==> config.mk <==
export PLATFORM = sky130hd
export DESIGN_NAME = spim_csr_front
export DESIGN_NICKNAME = d
export VERILOG_FILES = /design/src/rtl/spim_pkg.sv /design/src/rtl/spim_fifo.sv /design/src/rtl/spim_start_ctl.sv /design/src/rtl/spim_csr_front.sv
export SDC_FILE = /design/constraint.sdc
export NUM_CORES = 2
export LEC_CHECK = 0
export BUFFER_PORTS_ARGS = -buffer_cell sky130_fd_sc_hd__buf_2
export CAP_MARGIN = 20
export CORE_MARGIN = 3
export CORE_UTILIZATION = 50
export DETAILED_ROUTE_END_ITERATION = 12
export PLACE_DENSITY = 0.68
export SLEW_MARGIN = 20
export SYNTH_ARGS = -nofsm -noshare
export SYNTH_HDL_FRONTEND = slang
export SYNTH_SLANG_ARGS = --single-unit
==> constraint.sdc <==
create_clock -name clk -period 4.6 [get_ports clk]
set_input_delay 0.46 -clock clk [delete_from_list [all_inputs] [get_ports clk]]
set_output_delay 0.46 -clock clk [all_outputs]
set_load 0.005 [all_outputs]
==> src/rtl/spim_pkg.sv <==
package spim_pkg;
  localparam int NUM_REGS = 7;

  typedef enum logic [2:0] {
    IDX_RX   = 3'd0,
    IDX_TX   = 3'd1,
    IDX_CTRL = 3'd2,
    IDX_CONF = 3'd3,
    IDX_IEN  = 3'd4,
    IDX_STAT = 3'd5,
    IDX_MSG  = 3'd6
  } reg_idx_e;

  localparam int ST_TXE = 0;
  localparam int ST_TXS = 1;
  localparam int ST_TXF = 2;
  localparam int ST_RXR = 3;
  localparam int ST_RXF = 4;
  localparam int ST_RXO = 5;
  localparam int ST_TC  = 6;
  localparam int STAT_W = 7;

  typedef struct packed {
    logic [9:0]  rsvd_hi;
    logic [11:0] blen_m1;
    logic [1:0]  sel;
    logic [3:0]  mstr;
    logic        rsvd_lo;
    logic        smc;
    logic        xch;
    logic        en;
  } ctrl_t;
endpackage

==> src/rtl/spim_fifo.sv <==
module spim_fifo #(
  parameter int W     = 32,
  parameter int DEPTH = 64
) (
  input  logic                         clk,
  input  logic                         rst_n,
  input  logic                         flush,
  input  logic                         push,
  input  logic [W-1:0]                 wdata,
  input  logic                         pop,
  output logic [W-1:0]                 rdata,
  output logic [$clog2(DEPTH+1)-1:0]   count,
  output logic                         empty,
  output logic                         full
);
  localparam int AW = (DEPTH > 1) ? $clog2(DEPTH) : 1;
  localparam int CW = $clog2(DEPTH+1);
  localparam logic [AW-1:0] LAST = AW'(DEPTH-1);

  logic [W-1:0]  mem [DEPTH];
  logic [AW-1:0] wp, rp;
  logic [CW-1:0] cnt;
  logic          do_push, do_pop;

  assign empty   = (cnt == '0);
  assign full    = (cnt == CW'(DEPTH));
  assign count   = cnt;
  assign rdata   = mem[rp];
  assign do_push = push && !full;
  assign do_pop  = pop && !empty;

  always_ff @(posedge clk) begin
    if (do_push) mem[wp] <= wdata;
  end

  always_ff @(posedge clk or negedge rst_n) begin
    if (!rst_n) begin
      wp <= '0; rp <= '0; cnt <= '0;
    end else if (flush) begin
      wp <= '0; rp <= '0; cnt <= '0;
    end else begin
      if (do_push) wp <= (wp == LAST) ? '0 : wp + 1'b1;
      if (do_pop)  rp <= (rp == LAST) ? '0 : rp + 1'b1;
      if (do_push && !do_pop)      cnt <= cnt + 1'b1;
      else if (do_pop && !do_push) cnt <= cnt - 1'b1;
    end
  end
endmodule

==> src/rtl/spim_start_ctl.sv <==
module spim_start_ctl (
  input  logic tx_push,
  input  logic tx_empty,
  input  logic wr_ctrl,
  input  logic cur_master,
  input  logic cur_smc,
  input  logic cur_xch,
  input  logic new_en,
  input  logic new_master,
  input  logic new_smc,
  input  logic new_xch,
  output logic start_req
);
  logic by_push, by_smc, by_xch, ctrl_go;

  assign ctrl_go   = wr_ctrl && new_en && new_master;
  assign by_push   = tx_push && cur_master && cur_smc;
  assign by_smc    = ctrl_go && new_smc && !cur_smc && !tx_empty;
  assign by_xch    = ctrl_go && new_xch && !cur_xch && !new_smc;
  assign start_req = by_push || by_smc || by_xch;
endmodule

==> src/rtl/spim_csr_front.sv <==
module spim_csr_front
  import spim_pkg::*;
#(
  parameter int ADDR_W  = 12,
  parameter int DW      = 32,
  parameter int TX_DEPTH = 64,
  parameter int RX_DEPTH = 64,
  parameter int NCS     = 4,
  parameter int BLEN_W  = 12
) (
  input  logic              clk,
  input  logic              rst_n,
  input  logic              bus_req,
  input  logic              bus_we,
  input  logic [ADDR_W-1:0] bus_addr,
  input  logic [3:0]        bus_be,
  input  logic [DW-1:0]     bus_wdata,
  output logic              bus_rvalid,
  output logic [DW-1:0]     bus_rdata,
  output logic              bus_err,
  output logic              irq,
  output logic [NCS-1:0]    cs_n,
  output logic              xfer_start,
  output logic [BLEN_W:0]   burst_bits,
  output logic              tx_word_valid,
  input  logic              tx_word_ready,
  output logic [DW-1:0]     tx_word_data,
  input  logic              rx_word_valid,
  input  logic [DW-1:0]     rx_word_data,
  input  logic              xfer_done
);
  localparam int IDX_W = ADDR_W - 2;
  localparam int TCW   = $clog2(TX_DEPTH+1);
  localparam int RCW   = $clog2(RX_DEPTH+1);

  ctrl_t            ctrl_q, ctrl_new;
  logic [DW-1:0]    conf_q, ien_q;
  logic             ovf_q, tc_q, active_q;
  logic [IDX_W-1:0] idx;
  logic             acc_ok, wr, rd, wr_ctrl, soft_rst;
  logic             tx_push, tx_pop, rx_push, rx_pop;
  logic             tx_empty, tx_full, rx_empty, rx_full;
  logic [DW-1:0]    rx_head;
  logic [TCW-1:0]   tx_cnt;
  logic [RCW-1:0]   rx_cnt;
  logic             start_req, cur_master, new_master;
  logic [STAT_W-1:0] stat_vec;
  logic [DW-1:0]    rd_mux;

  assign idx      = bus_addr[ADDR_W-1:2];
  assign acc_ok   = (bus_addr[1:0] == 2'b00) && (&bus_be) && (idx < IDX_W'(NUM_REGS));
  assign wr       = bus_req && acc_ok && bus_we;
  assign rd       = bus_req && acc_ok && !bus_we;
  assign ctrl_new = ctrl_t'(bus_wdata);
  assign wr_ctrl  = wr && (idx == IDX_W'(IDX_CTRL));
  assign soft_rst = wr_ctrl && !ctrl_new.en;

  assign cur_master = ctrl_q.mstr[ctrl_q.sel];
  assign new_master = ctrl_new.mstr[ctrl_new.sel];

  assign tx_push = wr && (idx == IDX_W'(IDX_TX)) && ctrl_q.en && !tx_full;
  assign tx_pop  = tx_word_valid && tx_word_ready;
  assign rx_pop  = rd && (idx == IDX_W'(IDX_RX)) && ctrl_q.en && !rx_empty;
  assign rx_push = rx_word_valid && !rx_full;

  spim_fifo #(.W(DW), .DEPTH(TX_DEPTH)) u_txq (
    .clk, .rst_n, .flush(soft_rst), .push(tx_push), .wdata(bus_wdata),
    .pop(tx_pop), .rdata(tx_word_data), .count(tx_cnt),
    .empty(tx_empty), .full(tx_full));

  spim_fifo #(.W(DW), .DEPTH(RX_DEPTH)) u_rxq (
    .clk, .rst_n, .flush(soft_rst), .push(rx_push), .wdata(rx_word_data),
    .pop(rx_pop), .rdata(rx_head), .count(rx_cnt),
    .empty(rx_empty), .full(rx_full));

  spim_start_ctl u_start (
    .tx_push, .tx_empty, .wr_ctrl, .cur_master,
    .cur_smc(ctrl_q.smc), .cur_xch(ctrl_q.xch),
    .new_en(ctrl_new.en), .new_master,
    .new_smc(ctrl_new.smc), .new_xch(ctrl_new.xch), .start_req);

  always_comb begin
    stat_vec         = '0;
    stat_vec[ST_TXE] = tx_empty;
    stat_vec[ST_TXS] = !tx_full;
    stat_vec[ST_TXF] = tx_full;
    stat_vec[ST_RXR] = !rx_empty;
    stat_vec[ST_RXF] = rx_full;
    stat_vec[ST_RXO] = ovf_q;
    stat_vec[ST_TC]  = tc_q;
  end

  assign irq           = |(stat_vec & ien_q[STAT_W-1:0]);
  assign tx_word_valid = active_q && !tx_empty;
  assign burst_bits    = {1'b0, ctrl_q.blen_m1} + 1'b1;

  always_comb begin
    rd_mux = '0;
    if (rd) begin
      unique case (idx[2:0])
        IDX_RX:   rd_mux = rx_pop ? rx_head : '0;
        IDX_CTRL: rd_mux = DW'(ctrl_q);
        IDX_CONF: rd_mux = conf_q;
        IDX_IEN:  rd_mux = ien_q;
        IDX_STAT: rd_mux = DW'(stat_vec);
        default:  rd_mux = '0;
      endcase
    end
  end

  always_ff @(posedge clk or negedge rst_n) begin
    if (!rst_n) begin
      bus_rvalid <= 1'b0; bus_err <= 1'b0; bus_rdata <= '0;
    end else begin
      bus_rvalid <= bus_req;
      bus_err    <= bus_req && !acc_ok;
      bus_rdata  <= rd_mux;
    end
  end

  always_ff @(posedge clk or negedge rst_n) begin
    if (!rst_n) begin
      ctrl_q <= '0; conf_q <= '0; ien_q <= '0;
      ovf_q <= 1'b0; tc_q <= 1'b0; active_q <= 1'b0;
      cs_n <= '1; xfer_start <= 1'b0;
    end else if (soft_rst) begin
      ctrl_q <= '0; conf_q <= '0; ien_q <= '0;
      ovf_q <= 1'b0; tc_q <= 1'b0; active_q <= 1'b0;
      cs_n <= '1; xfer_start <= 1'b0;
    end else begin
      if (wr_ctrl) begin
        ctrl_q <= ctrl_new;
        if (new_master) cs_n <= ~(NCS'(1) << ctrl_new.sel);
      end
      if (wr && idx == IDX_W'(IDX_CONF)) conf_q <= bus_wdata;
      if (wr && idx == IDX_W'(IDX_IEN))  ien_q  <= bus_wdata;
      if (wr && idx == IDX_W'(IDX_STAT)) begin
        if (bus_wdata[ST_RXO]) ovf_q <= 1'b0;
        if (bus_wdata[ST_TC])  tc_q  <= 1'b0;
      end
      if (rx_word_valid && rx_full) ovf_q <= 1'b1;
      if (xfer_done && active_q) begin
        tc_q <= 1'b1;
        if (tx_empty && !start_req) begin
          active_q   <= 1'b0;
          ctrl_q.xch <= 1'b0;
        end
      end
      if (start_req) active_q <= 1'b1;
      xfer_start <= start_req;
    end
  end
endmodule

# Word-level counts from Yosys, hierarchy flattened
# Memories as Yosys holds them, arrays and structs flattened.
# Cells that the tools add are included.
dict set report totals {
  elab_cells 194
  ramBits 4096
  n_memories 2
  input_bits 87
  register_bits 176
}
# name words word_bits read_ports rd_ports_with_merged_regs wr line
set mem_list {}
lappend mem_list {u_rxq.mem 64 32 1 0 1 spim_fifo.sv:20} ;# logic [W-1:0] mem [DEPTH];
lappend mem_list {u_txq.mem 64 32 1 0 1 spim_fifo.sv:20}
dict set report classes {
  shifts 1
  n_mux 53
  n_bitwise 2
  eq_ne 15
  n_addsub 9
  reduce_logical 85
  order_cmp 3
}
# cell n
set ops {}
lappend ops {{32-bit two-way mux} 8}
lappend ops {{32-bit one-hot mux with 5 select lines} 1}
lappend ops {{6-bit two-way mux} 12}
lappend ops {{7-bit two-way mux} 6}
lappend ops {{1-bit logical AND} 41}
lappend ops {{6-bit by 1-bit adder with 6-bit output (second input constant)} 4}
lappend ops {{6-bit equality test (second input constant)} 4}
lappend ops {{3-bit nonzero test} 8}
lappend ops {{1-bit two-way mux} 21}
lappend ops {{10-bit by 2-bit equality test with 1-bit output (second input constant)} 2}
lappend ops {{10-bit by 3-bit equality test with 1-bit output (second input constant)} 2}
lappend ops {{2-bit nonzero test} 8}
lappend ops {{1-bit zero test} 15}
lappend ops {{7-bit by 1-bit adder with 7-bit output (second input constant)} 2}
lappend ops {{7-bit equality test (second input constant)} 2}
lappend ops {{7-bit zero test} 2}
lappend ops {{7-bit by 1-bit subtractor with 7-bit output (second input constant)} 2}
lappend ops {{12-bit by 1-bit adder with 13-bit output (second input constant)} 1}
lappend ops {{4-bit two-way mux} 3}
lappend ops {{10-bit by 1-bit equality test with 1-bit output (second input constant)} 1}
lappend ops {{10-bit zero test} 1}
lappend ops {{10-bit by 3-bit less-than comparator with 1-bit output (second input constant)} 1}
lappend ops {{2-bit AND reduction} 4}
lappend ops {{7-bit AND} 1}
lappend ops {{other kinds (11)} 16}

# Depth between registers and ports, before layout
dict set report logic_depth {
  word_depth 19
  depth_mapped 17
}

# Cells and area by module
# From an unflattened synthesis, not the netlist that was laid out.
dict set report hier_totals {
  hier_cells 7606
  area_unflattened_um2 165691.4
}
# mod cells_each area_per_inst_um2 instances
set by_module_without_submodules {}
lappend by_module_without_submodules {{spim_fifo at u_txq} 3418 79382.4 1}
lappend by_module_without_submodules {{spim_fifo at u_rxq} 3418 79367.4 1}
lappend by_module_without_submodules {spim_csr_front 764 6905.4 1}
lappend by_module_without_submodules {spim_start_ctl 6 36.3 1}

# Worst setup path after synthesis
# Ideal clock, no wire load.
dict set report synth_timing {
  kind {register to register}
  start {register u_rxq.cnt[1], in the netlist u_rxq.count[1]}
  end {memory u_rxq.mem[16][0], enable pin}
  setup_time_ns 0.502
  arrival_time_ns 4.518
  path_buffers 2
  period_less_slack_ns 5.020
  slack_ns -0.420
  path_stages_with_launch 9
  required_ns 4.098
  path_cell_list {dfrtp_1 -> clkbuf_1 -> nor2_1 -> nand3_1 -> o21ai_0 -> clkbuf_1 -> nor2_1 -> nand3b_1 -> nor4_1}
}
dict set report synth_between {
  elab_chain_cells 6
}
# item line
set synth_rtl {}
lappend synth_rtl {{start: declaration} spim_fifo.sv:22} ;# logic [CW-1:0] cnt;
lappend synth_rtl {{start signal: assignment} spim_fifo.sv:44} ;# if (do_push && !do_pop) cnt <= cnt + 1'b1;
lappend synth_rtl {{start signal: assignment} spim_fifo.sv:45} ;# else if (do_pop && !do_push) cnt <= cnt - 1'b1;
lappend synth_rtl {{7-bit equality test (*)} spim_fifo.sv:26} ;# assign full = (cnt == CW'(DEPTH));
lappend synth_rtl {{1-bit zero test (*)} {spim_fifo.sv:29, spim_csr_front.sv:64}}
lappend synth_rtl {{1-bit logical AND} spim_csr_front.sv:64} ;# assign rx_push = rx_word_valid && !rx_full;
lappend synth_rtl {{1-bit logical AND (*)} spim_fifo.sv:29} ;# assign do_push = push && !full;
lappend synth_rtl {{1-bit two-way mux (*)} spim_fifo.sv:33} ;# if (do_push) mem[wp] <= wdata;
lappend synth_rtl {{1-bit two-way mux (not written as such) (*)} spim_fifo.sv:33}
lappend synth_rtl {{end: declaration} spim_fifo.sv:20}
# Mark *: on every way between the ends. The rest lies on a longest branch, timed or not.

# Worst setup path after layout
dict set report layout_timing {
  start {register u_txq.rp[1]}
  end {output port tx_word_data[7]}
}
dict set report layout_between {
  elab_chain_cells 1
}
# item line
set layout_rtl {}
lappend layout_rtl {{start: declaration} spim_fifo.sv:21} ;# logic [AW-1:0] wp, rp;
lappend layout_rtl {{start signal: assignment} spim_fifo.sv:43} ;# if (do_pop) rp <= (rp == LAST) ? '0 : rp + 1'b1;
lappend layout_rtl {{memory read 64 x 32 bit} --}
lappend layout_rtl {{end: declaration} spim_csr_front.sv:27} ;# output logic [DW-1:0] tx_word_data,
# No other way between the ends.

==> flow_summary.ini <==
[min_path]
hp-class = input pin to flip-flop

[drt]
routedWlPerCell_um = 33.1
wl_met1_um = 159000
drtIter0Drc = 10100
met3_length_um = 37800
dr.pass1.iters = 6
top_layer = met5
drt-vias-per-instance = 6.37
wirelength_um = 418000
vias = 80300
ant_nets = 0
route.met2.wl_um = 202000
drc = 0

[clock_tree]
clockRootBuffer = clkbuf_16
h-tree-depth = 5
cts_sinks = 4272
cts_tree = yes
cts_buffers = 419
cts.clk_slew.worst_paths_ps = 60
clk_latency_ps = 980
cts_max_path_buffers = 4

[die]
core_area_um2 = 328000
rows = 210
fp.dieW_um = 580
die_h_um = 580
start_util = 0.503
pin_count = 173
dieArea_um2 = 336000

[timing]
tightest_slew_ps = 1140
fin_tns_setup_ps = 0
fin_worst_skew_ps = 118
relSlewSlack = 0.237
setup_viol = 0
fmax_ghz = 0.220
slew_violations = 0
post-route-period-util = 0.987
hold_violations = 0
fin_crit_ps = 4540
finalWorstSetupSlack_ps = 61.5
rsz0062_at_grt = true

[layout]
post-route-cell-area_um2 = 188000
n_fill_cell = 23200
syn_to_final_growth_pct = 14.1
drive_above_1_share = 0.302
final_nets = 7985
utilization = 0.574

[global_route]
grt_max_degree = 107
antenna_found_initial = 42
grt_pass1_vias = 81300
grt_overflow = 0
grt_pass1_wl_um = 599000
grt.total_usage = 0.247

[critical_path]
cp_cell_sequence = nand2b_4 > buf_4 > o221ai_1 > o22ai_1 > nor2_1 > mux4_2 > buf_2
cp_slowest_cell = nor2_1
cp_max_fo = 34
worstPathArrival_ps = 4080
critPathBufInv = 2
setup.worst_path.start_class = flip-flop
reg2reg_slack_ps = 500
cp-end-kind = output pin
crit_type = flip-flop to output pin
cpPeakStageDelay_ps = 700
required_ps = 4140
path_delay_family = simple AND/OR/NAND/NOR gates

[placed_design]
dpl-instance-area_um2 = 174000
portBuffers = 172
hpwl_um = 240000
place.gp.congestion = 0.840
place_ws_ps = 271

[logic_synthesis]
yosysWarningCount = 0
synth.area.mux_share = 0.180
synth-seq-cells = 4272
synthArstFlopShare = 0.0412
synth_enable_flop_cells = 4096
synth_cell_types = 65
synth_simple_gate_area_share = 0.0166
synthCells = 7329
ys_seq_area_frac = 0.773
synthAdderAreaFrac = 0.00132
synth_compound_area_frac = 0.0164
synth_top_family_by_area = multiplexers
syn-cell-area_um2 = 165000
ys.flop_type = edfxtp_1
syn-num-nets = 7432
synthXorXnorAreaFrac = 0.00165
syn_area_per_cell_um2 = 22.5

[power_and_ir_drop]
cellPowerDensity_nw_per_um2 = 417
vdd_drop_max_mv = 0.320
leakagePower_nw = 57.4
power.total_mw = 78.5

[run]
maxCapViolations = 0

[outcome]
status = finished clean
## power breakdown
group / switching [mW] / internal (mW) / total, mW
sequential: 0.227 / 43.2 / 43.5
combinational: 1.75 / 0.530 / 2.28
clock: 14.4 / 18.4 / 32.7
total: 16.3 / 62.2 / 78.5
## Yosys cell counts, types with 8 or more instances
library cell  instances  share of area
mux2i_1             293          0.018
mux4_2             1158           0.16
or3b_2                8        0.00043
nand2_1             115         0.0026
nand3_1              49         0.0015
xor2_1               14        0.00074
mux2_2               61         0.0042
buf_2                87         0.0026
nor2_1              365         0.0083
edfxtp_1           4096           0.75
nand3b_1              9        0.00041
nor2b_1              11        0.00042
a21oi_1             163         0.0050
xnor2_1              17        0.00090
o22ai_1              71         0.0027
o21ai_0              85         0.0026
clkbuf_1            238         0.0054
o221ai_1             63         0.0033
buf_1                88         0.0020
a221oi_1             28         0.0015
ha_1                 15         0.0011
inv_1                11        0.00025
nand2b_1             10        0.00038
dfrtp_1             172          0.026
and3_1               12        0.00046
or2_2                10        0.00038
## through the flow
stage	cells	hold WS [ps]
floorplan	7329	164
global placement	11800	445
detailed placement	11800	455
CTS	12600	1.68
global route	12600	30.8
finish	12600	36.3
## sequential cells by signal, indices dropped and copies added (netlist names)
signal       flops
bus_err          1
u_rxq.count      7
u_txq.count      7
u_rxq.mem     2048
cs_n             4
bus_rvalid       1
tc_q             1
u_txq.mem     2048
u_txq.wp         6
conf_q          32
u_rxq.wp         6
ovf_q            1
xfer_start       1
u_rxq.rp         6
ctrl_q          32
active_q         1
bus_rdata       32
u_txq.rp         6
ien_q           32
## cells by family after synthesis
| logic type | Yosys count |
|---|---|
| muxes | 1512 |
| adders and majority gates | 17 |
| buffers and inverters | 429 |
| and+or+nand+nor | 629 |
| DFF | 4272 |
| xor gates and xnor gates | 31 |
| AOI/OAI and AO/OA | 439 |
## layer usage
metal  global-route usage  up-vias
met5                    0        -
met4                0.102        8
met3               0.0437      708
met2                0.391     4238
met1                0.342    43200
li1                     -    32100
## path summary, 6_finish.rpt
kind                             startpoint           endpoint  depth (start not counted)
setup / recovery                u_txq.rp[1]    tx_word_data[7]                          7
hold / removal             rx_word_data[18]  u_rxq.mem[38][18]                          1
setup reg to reg             u_txq.count[2]     u_txq.count[6]                         15
hold reg to reg                  ctrl_q[30]         ctrl_q[30]                          2
max in group asynchronous             rst_n      bus_rdata[19]                          3
min in group asynchronous             rst_n       bus_rdata[3]                          2
## cell usage in the layout (no fill, tap or decap), drive strengths merged, types with 12 or more instances in the layout
master	count
a21oi	163
dlygate4sd3	19
xor2	14
o221ai	63
edfxtp	4096
mux2	61
ha	15
nor2	365
dfrtp	172
buf	527
o21ai	86
mux2i	293
xnor2	17
clkbuf	543
mux4	1158
nand2	115
inv	24
bufinv	24
a221oi	28
diode	32
o22ai	71
clkinv	178
nand3	49
and3	12
## area by class of cell
type,instances,area (um^2),share of cell area
antenna,32,80.1,0.000426
timing repair buffer,549,5290,0.0281
clock inverter,223,1930,0.0103
tap,4346,5440,0.0289
clock buffer,541,11100,0.0591
inverter,12,57.6,0.000306
multi-input combinational,2628,36700,0.195
sequential,4272,127000,0.678
## what timing repair did
item                                   in CTS  in global routing
gates cloned                                2                  2
endpoints found under the hold margin     213                 16
pin swaps                                   0                  2
buffers inserted                            5                  0
setup endpoints to repair                  30                 20
hold buffers                               18                  1
resized for setup                          11                 20
Power figures use the tool's default switching activity.
